--- src/rtl/isad_pkg.sv ---
// Shared encodings for the instruction subset decoder.
// Assumes byte-wide instruction units; opcode patterns are fixed 8-bit values.
package isad_pkg;

    typedef enum logic [1:0] {
        CLS_PFX  = 2'd0,
        CLS_ADD  = 2'd1,
        CLS_MOVI = 2'd2,
        CLS_BAD  = 2'd3
    } byte_class_e;

    typedef enum logic [1:0] {
        ST_OPC   = 2'd0,
        ST_MODRM = 2'd1,
        ST_IMM   = 2'd2
    } dec_state_e;

    localparam logic [1:0] OP_NONE = 2'd0;
    localparam logic [1:0] OP_ADD  = 2'd1;
    localparam logic [1:0] OP_MOVI = 2'd2;

    localparam logic [1:0] SZ_8  = 2'd0;
    localparam logic [1:0] SZ_16 = 2'd1;
    localparam logic [1:0] SZ_32 = 2'd2;

    localparam logic [7:0] PFX_SIZE  = 8'h66;
    localparam logic [5:0] ADD_TOP6  = 6'b000000;
    localparam logic [4:0] MOVI_TOP5 = 5'b10111;
    localparam logic [1:0] MODE_REG  = 2'b11;

endpackage

--- src/rtl/isad_classify.sv ---
// Opcode classifier: sorts a byte seen in opcode position into prefix, add,
// move-immediate or unknown. Purely combinational; assumes BYTE_W is 8.
module isad_classify
    import isad_pkg::*;
#(
    parameter int BYTE_W = 8
) (
    input  logic [BYTE_W-1:0] opc,
    output byte_class_e       cls
);

    // Match the byte against the known opcode patterns.
    always_comb begin
        if (opc == PFX_SIZE)
            cls = CLS_PFX;
        else if (opc[7:2] == ADD_TOP6)
            cls = CLS_ADD;
        else if (opc[7:3] == MOVI_TOP5)
            cls = CLS_MOVI;
        else
            cls = CLS_BAD;
    end

endmodule

--- src/rtl/isad_imm_gather.sv ---
// Immediate collector: one register per byte lane, filled lowest lane first.
// merged shows the held lanes with the incoming byte already placed, so the
// final byte can be captured into the record in the same cycle it arrives.
// Assumes clear and load are never high together.
module isad_imm_gather #(
    parameter int BYTE_W = 8,
    parameter int NBYTES = 4,
    localparam int LANE_W = (NBYTES > 1) ? $clog2(NBYTES) : 1,
    localparam int IMM_W  = BYTE_W * NBYTES
) (
    input  logic              clk,
    input  logic              rst_n,
    input  logic              clear,
    input  logic              load,
    input  logic [LANE_W-1:0] lane,
    input  logic [BYTE_W-1:0] din,
    output logic [IMM_W-1:0]  merged
);

    logic [IMM_W-1:0] held;

    for (genvar g = 0; g < NBYTES; g++) begin : g_lane
        // Hold one immediate byte; zeroed when a new opcode starts.
        always_ff @(posedge clk) begin
            if (!rst_n)
                held[g*BYTE_W +: BYTE_W] <= '0;
            else if (clear)
                held[g*BYTE_W +: BYTE_W] <= '0;
            else if (load && (lane == LANE_W'(g)))
                held[g*BYTE_W +: BYTE_W] <= din;
        end

        // Present this lane with the arriving byte substituted.
        assign merged[g*BYTE_W +: BYTE_W] =
            (load && (lane == LANE_W'(g))) ? din : held[g*BYTE_W +: BYTE_W];
    end

endmodule

--- src/rtl/isa_subset_decoder.sv ---
// Byte-stream decoder for a register add and a move-immediate, each with an
// optional operand-size prefix. One byte is accepted on every cycle in which
// in_valid is high; there is no back-pressure. Records are registered and
// held; dec_done and dec_illegal are single-cycle strobes.
module isa_subset_decoder
    import isad_pkg::*;
#(
    parameter int BYTE_W    = 8,
    parameter int IMM_BYTES = 4,
    parameter int REG_W     = 3
) (
    input  logic                        clk,
    input  logic                        rst_n,
    input  logic                        in_valid,
    input  logic [BYTE_W-1:0]           in_byte,
    output logic                        dec_done,
    output logic                        dec_illegal,
    output logic [1:0]                  dec_op,
    output logic [REG_W-1:0]            dec_dst,
    output logic [REG_W-1:0]            dec_src,
    output logic [1:0]                  dec_size,
    output logic [BYTE_W*IMM_BYTES-1:0] dec_imm
);

    localparam int IMM_W  = BYTE_W * IMM_BYTES;
    localparam int LANE_W = (IMM_BYTES > 1) ? $clog2(IMM_BYTES) : 1;
    localparam int CNT_W  = $clog2(IMM_BYTES + 1);
    localparam int SHORT_BYTES = IMM_BYTES / 2;

    dec_state_e        state;
    byte_class_e       cls;
    logic              pfx;
    logic              dir_bit;
    logic              wid_bit;
    logic [REG_W-1:0]  movi_reg;
    logic [CNT_W-1:0]  left;
    logic [LANE_W-1:0] lane;
    logic [IMM_W-1:0]  imm_merged;
    logic              take_opc;
    logic              take_imm;
    logic [1:0]        mode_f;
    logic [REG_W-1:0]  reg_f;
    logic [REG_W-1:0]  rm_f;

    // Split the operand byte into its fields.
    assign mode_f = in_byte[7:6];
    assign reg_f  = in_byte[5:3];
    assign rm_f   = in_byte[2:0];

    // Qualify byte acceptance by the current parse position.
    assign take_opc = in_valid && (state == ST_OPC);
    assign take_imm = in_valid && (state == ST_IMM);

    isad_classify #(.BYTE_W(BYTE_W)) u_classify (
        .opc (in_byte),
        .cls (cls)
    );

    isad_imm_gather #(.BYTE_W(BYTE_W), .NBYTES(IMM_BYTES)) u_imm (
        .clk    (clk),
        .rst_n  (rst_n),
        .clear  (take_opc),
        .load   (take_imm),
        .lane   (lane),
        .din    (in_byte),
        .merged (imm_merged)
    );

    // Parse sequencer: tracks prefix, position and the decoded record.
    always_ff @(posedge clk) begin
        if (!rst_n) begin
            state       <= ST_OPC;
            pfx         <= 1'b0;
            dir_bit     <= 1'b0;
            wid_bit     <= 1'b0;
            movi_reg    <= '0;
            left        <= '0;
            lane        <= '0;
            dec_done    <= 1'b0;
            dec_illegal <= 1'b0;
            dec_op      <= OP_NONE;
            dec_dst     <= '0;
            dec_src     <= '0;
            dec_size    <= SZ_8;
            dec_imm     <= '0;
        end else begin
            dec_done    <= 1'b0;
            dec_illegal <= 1'b0;
            if (in_valid) begin
                case (state)
                    ST_OPC: begin
                        case (cls)
                            CLS_PFX: pfx <= 1'b1;
                            CLS_ADD: begin
                                dir_bit <= in_byte[1];
                                wid_bit <= in_byte[0];
                                state   <= ST_MODRM;
                            end
                            CLS_MOVI: begin
                                movi_reg <= in_byte[2:0];
                                left     <= pfx ? CNT_W'(IMM_BYTES) : CNT_W'(SHORT_BYTES);
                                lane     <= '0;
                                state    <= ST_IMM;
                            end
                            default: begin
                                dec_illegal <= 1'b1;
                                pfx         <= 1'b0;
                            end
                        endcase
                    end
                    ST_MODRM: begin
                        state <= ST_OPC;
                        pfx   <= 1'b0;
                        if (mode_f != MODE_REG) begin
                            dec_illegal <= 1'b1;
                        end else begin
                            dec_done <= 1'b1;
                            dec_op   <= OP_ADD;
                            dec_dst  <= dir_bit ? reg_f : rm_f;
                            dec_src  <= dir_bit ? rm_f : reg_f;
                            dec_imm  <= '0;
                            dec_size <= !wid_bit ? SZ_8 : (pfx ? SZ_32 : SZ_16);
                        end
                    end
                    ST_IMM: begin
                        lane <= lane + LANE_W'(1);
                        left <= left - CNT_W'(1);
                        if (left == CNT_W'(1)) begin
                            dec_done <= 1'b1;
                            dec_op   <= OP_MOVI;
                            dec_dst  <= movi_reg;
                            dec_src  <= '0;
                            dec_imm  <= imm_merged;
                            dec_size <= pfx ? SZ_32 : SZ_16;
                            pfx      <= 1'b0;
                            state    <= ST_OPC;
                        end
                    end
                    default: state <= ST_OPC;
                endcase
            end
        end
    end

endmodule

--- config.mk ---
export PLATFORM = sky130hd
export DESIGN_NAME = isa_subset_decoder
export DESIGN_NICKNAME = d
export VERILOG_FILES = /design/src/rtl/isad_pkg.sv /design/src/rtl/isad_classify.sv /design/src/rtl/isad_imm_gather.sv /design/src/rtl/isa_subset_decoder.sv
export SDC_FILE = /design/constraint.sdc
export NUM_CORES = 1
export LEC_CHECK = 0
export ABC_AREA = 1
export BUFFER_PORTS_ARGS = -buffer_cell sky130_fd_sc_hd__buf_2
export CAP_MARGIN = 30
export CELL_PAD_IN_SITES_DETAIL_PLACEMENT = 1
export CELL_PAD_IN_SITES_GLOBAL_PLACEMENT = 1
export CORE_UTILIZATION = 44
export CTS_CLUSTER_SIZE = 10
export DETAILED_ROUTE_END_ITERATION = 6
export PLACE_DENSITY = 0.88
export SLEW_MARGIN = 5
export SYNTH_ARGS = -nofsm -noshare
export SYNTH_HDL_FRONTEND = slang
export SYNTH_SLANG_ARGS = --single-unit
export TNS_END_PERCENT = 1
--- constraint.sdc ---
create_clock -name clk -period 3.3 [get_ports clk]
set_input_delay 0.165 -clock clk [delete_from_list [all_inputs] [get_ports clk]]
set_output_delay 0.165 -clock clk [all_outputs]
set_load 0.03 [all_outputs]
==> results.yml <==
floorplan:
  core_sq_um: 9200
  initial_core_util: 0.452
  die_w_um: 99.2
  num_rows: 35
  dieArea_sq_um: 9840
  die_h_um: 99.2
  ios: 55
yosys:
  synth_seq_area_share: 0.429
  synth_warnings: 0
  syn_inst: 584
  synth_area_per_cell_sq_um: 7.12
  synth_seq_cells: 89
  synth_area_sq_um: 4160
  synth_nets: 610
  synth_cell_types: 26
final_layout:
  final_cell_count_no_fill: 741
  mostFrequentLayoutCells: "nor2_1 (124), nand2_1 (109), inv_1 (95)"
  area_growth_pct: 10.3
  regArea_sq_um: 1780
  nNetsFinal: 652
  drive_above_1_share: 0.173
  top_regs: "dec_imm: 32 flops, u_imm.held: 32 flops"
  utilization: 0.499
  n_antenna_cell: 0
  num-fill-cells: 1223
  fin_area_sq_um: 4580
  multi_input_area_sq_um: 1810
  layout_commonest_cell: "nor2_1"
global_routing:
  grt_util_all_layers: 0.222
  grt_pass1_vias: 3657
  grt-ovfl-total: 0
  grt_antenna_before_repair: 0
  grt_max_degree: 46
  grt_pass1_wl_mm: 17.2
placed_design:
  placed_cell_area_sq_um: 4390
  place.gp.congestion: 0.891
  io_buffers: 54
  dp_cells: 726
  hpwl_mm: 7.14
cts:
  cts_buffer_depth: 2
  cts_root_buf: "clkbuf_8"
  cts_tree: "built"
  cts_setup_buffers: 0
  cts-htree-levels: 3
  cts.repair.resized: 0
  clock-sinks: 89
  holdBufCountCts: 0
  clk_pin_slew_ps: 90
  cts_buffers: 9
  worstSkewPairLatency_ps: 360
worst_setup_path:
  worst_path_largest_cell_delay_ps: 410
  crit_chain: "inv_1, ha_1, buf_4, nand2_1, nand3_4, inv_1, o21ai_0, nor2_1"
  crit_path_end_kind: "flop"
  startpoint_type: "flop"
  critPathBufInv: 3
  critPathKind: "flop to flop"
  cpMaxStageDelayCell: "nand3_4"
  cp_max_fo: 45
  cp_top_family: "simple AND/OR/NAND/NOR gates"
  arrival_ps: 2460
  cp.required_ps: 3600
  cpMostUsedCell: "inv_1"
job:
  drv_cap: 0
detailed_routing:
  num_vias: 3641
  finalWirelength_mm: 10.3
  ant_nets: 0
  avgViaCountPerCell: 4.91
  dr.first_iter.drc_count: 111
  drc_errors: 0
  wl_per_cell_um: 13.9
  first_pass_iters: 4
sta:
  fin_worst_skew_ps: 7.44
  period_share: 0.653
  worst_pin_slew_ps: 681
  final-setup-viol-count: 0
  fin_setup_tns_ps: 0
  drv_slew: 0
  slew_headroom: 0.545
  layout_min_cycle_time_ps: 2160
  rsz0062_at_grt: "false"
  max_freq_mhz: 464
  finalHoldViolations: 0
pwr:
  totalPowerFinal_w: 0.00199
  p_leak_nw: 2.32
  power_density_nw_per_um2: 434
  peakVddDrop_uv: 237
hold_path:
  hold_path.class: "input port to flop"
run_status:
  status: "complete, no violations"
==> synth_stat cells (all sizes together) <==
master	n	area [sq um]
inv	98	370
o211ai	1	7.51
nand2	112	438
nand4	3	33.8
clkbuf	10	37.5
or2	2	12.5
o21ai	50	250
buf	16	156
a211oi	1	7.51
a21oi	25	125
dfxtp	89	1780
nor2	147	609
ha	15	188
nor3	3	15.0
nand3	12	123
==> tightest hold or removal path: stages <==
cell and delay (ps):
buf_2 200, nand2_1 100, nor2_1 30
==> power breakdown <==
| group | internal [W] | switching [W] |
|---|---|---|
| Combinational | 0.0000352 | 0.000104 |
| Sequential | 0.00108 | 0.00000673 |
| Clock | 0.000350 | 0.000408 |
| Total | 0.00147 | 0.000520 |
==> layout make-up <==
cell class              instances  share of cell area
repair buffers                 57              0.0639
clock buffers                   9              0.0270
well taps                     111              0.0303
inverters                      98              0.0808
multi-input cells             371               0.395
clock inverters                 6              0.0147
flip-flops and latches         89               0.389
==> per-layer routing <==
layer / part of all wire / GRT usage / routed length (um)
met1: 0.45 / 0.271 / 4620
met3: 0.028 / 0.0387 / 292
met4: 0.018 / 0.0758 / 189
met5: 0 / 0 / 0
met2: 0.50 / 0.396 / 5200
==> kinds of logic (layout without fill, tap and decap cells) <==
kind of cell    count (synthesis)  count (layout)  share of synthesized area
compound gates                 77              77                     0.0939
flops                          89              89                      0.429
simple gates                  279             279                      0.296
buf+inv                       124             170                      0.136
fa+ha+maj                      15              15                     0.0452
==> path summary, 6_finish.rpt <==
check | start | endpoint | slack (ps) | cells after the start
worst min register to register | movi_reg[0]$_SDFFE_PN0P_ | movi_reg[0]$_SDFFE_PN0P_ | 460 | 2
worst max register to register | state[0]$_SDFFE_PN0P_ | dec_dst[2]$_SDFFE_PN0P_ | 1140 | 8
worst max-delay path | state[0]$_SDFFE_PN0P_ | dec_dst[2]$_SDFFE_PN0P_ | 1140 | 8
worst min-delay path | rst_n | lane[1]$_SDFFE_PN0P_ | 180 | 3
==> through the flow <==
step | hold WS [ps] | setup slack (ps)
after floorplan | 303 | 1620
after global placement | 440 | 1260
after detailed placement | 443 | 1130
after CTS | 174 | 1090
after global routing | 185 | 881
final | 176 | 1140
Power figures use the tool's default switching activity.
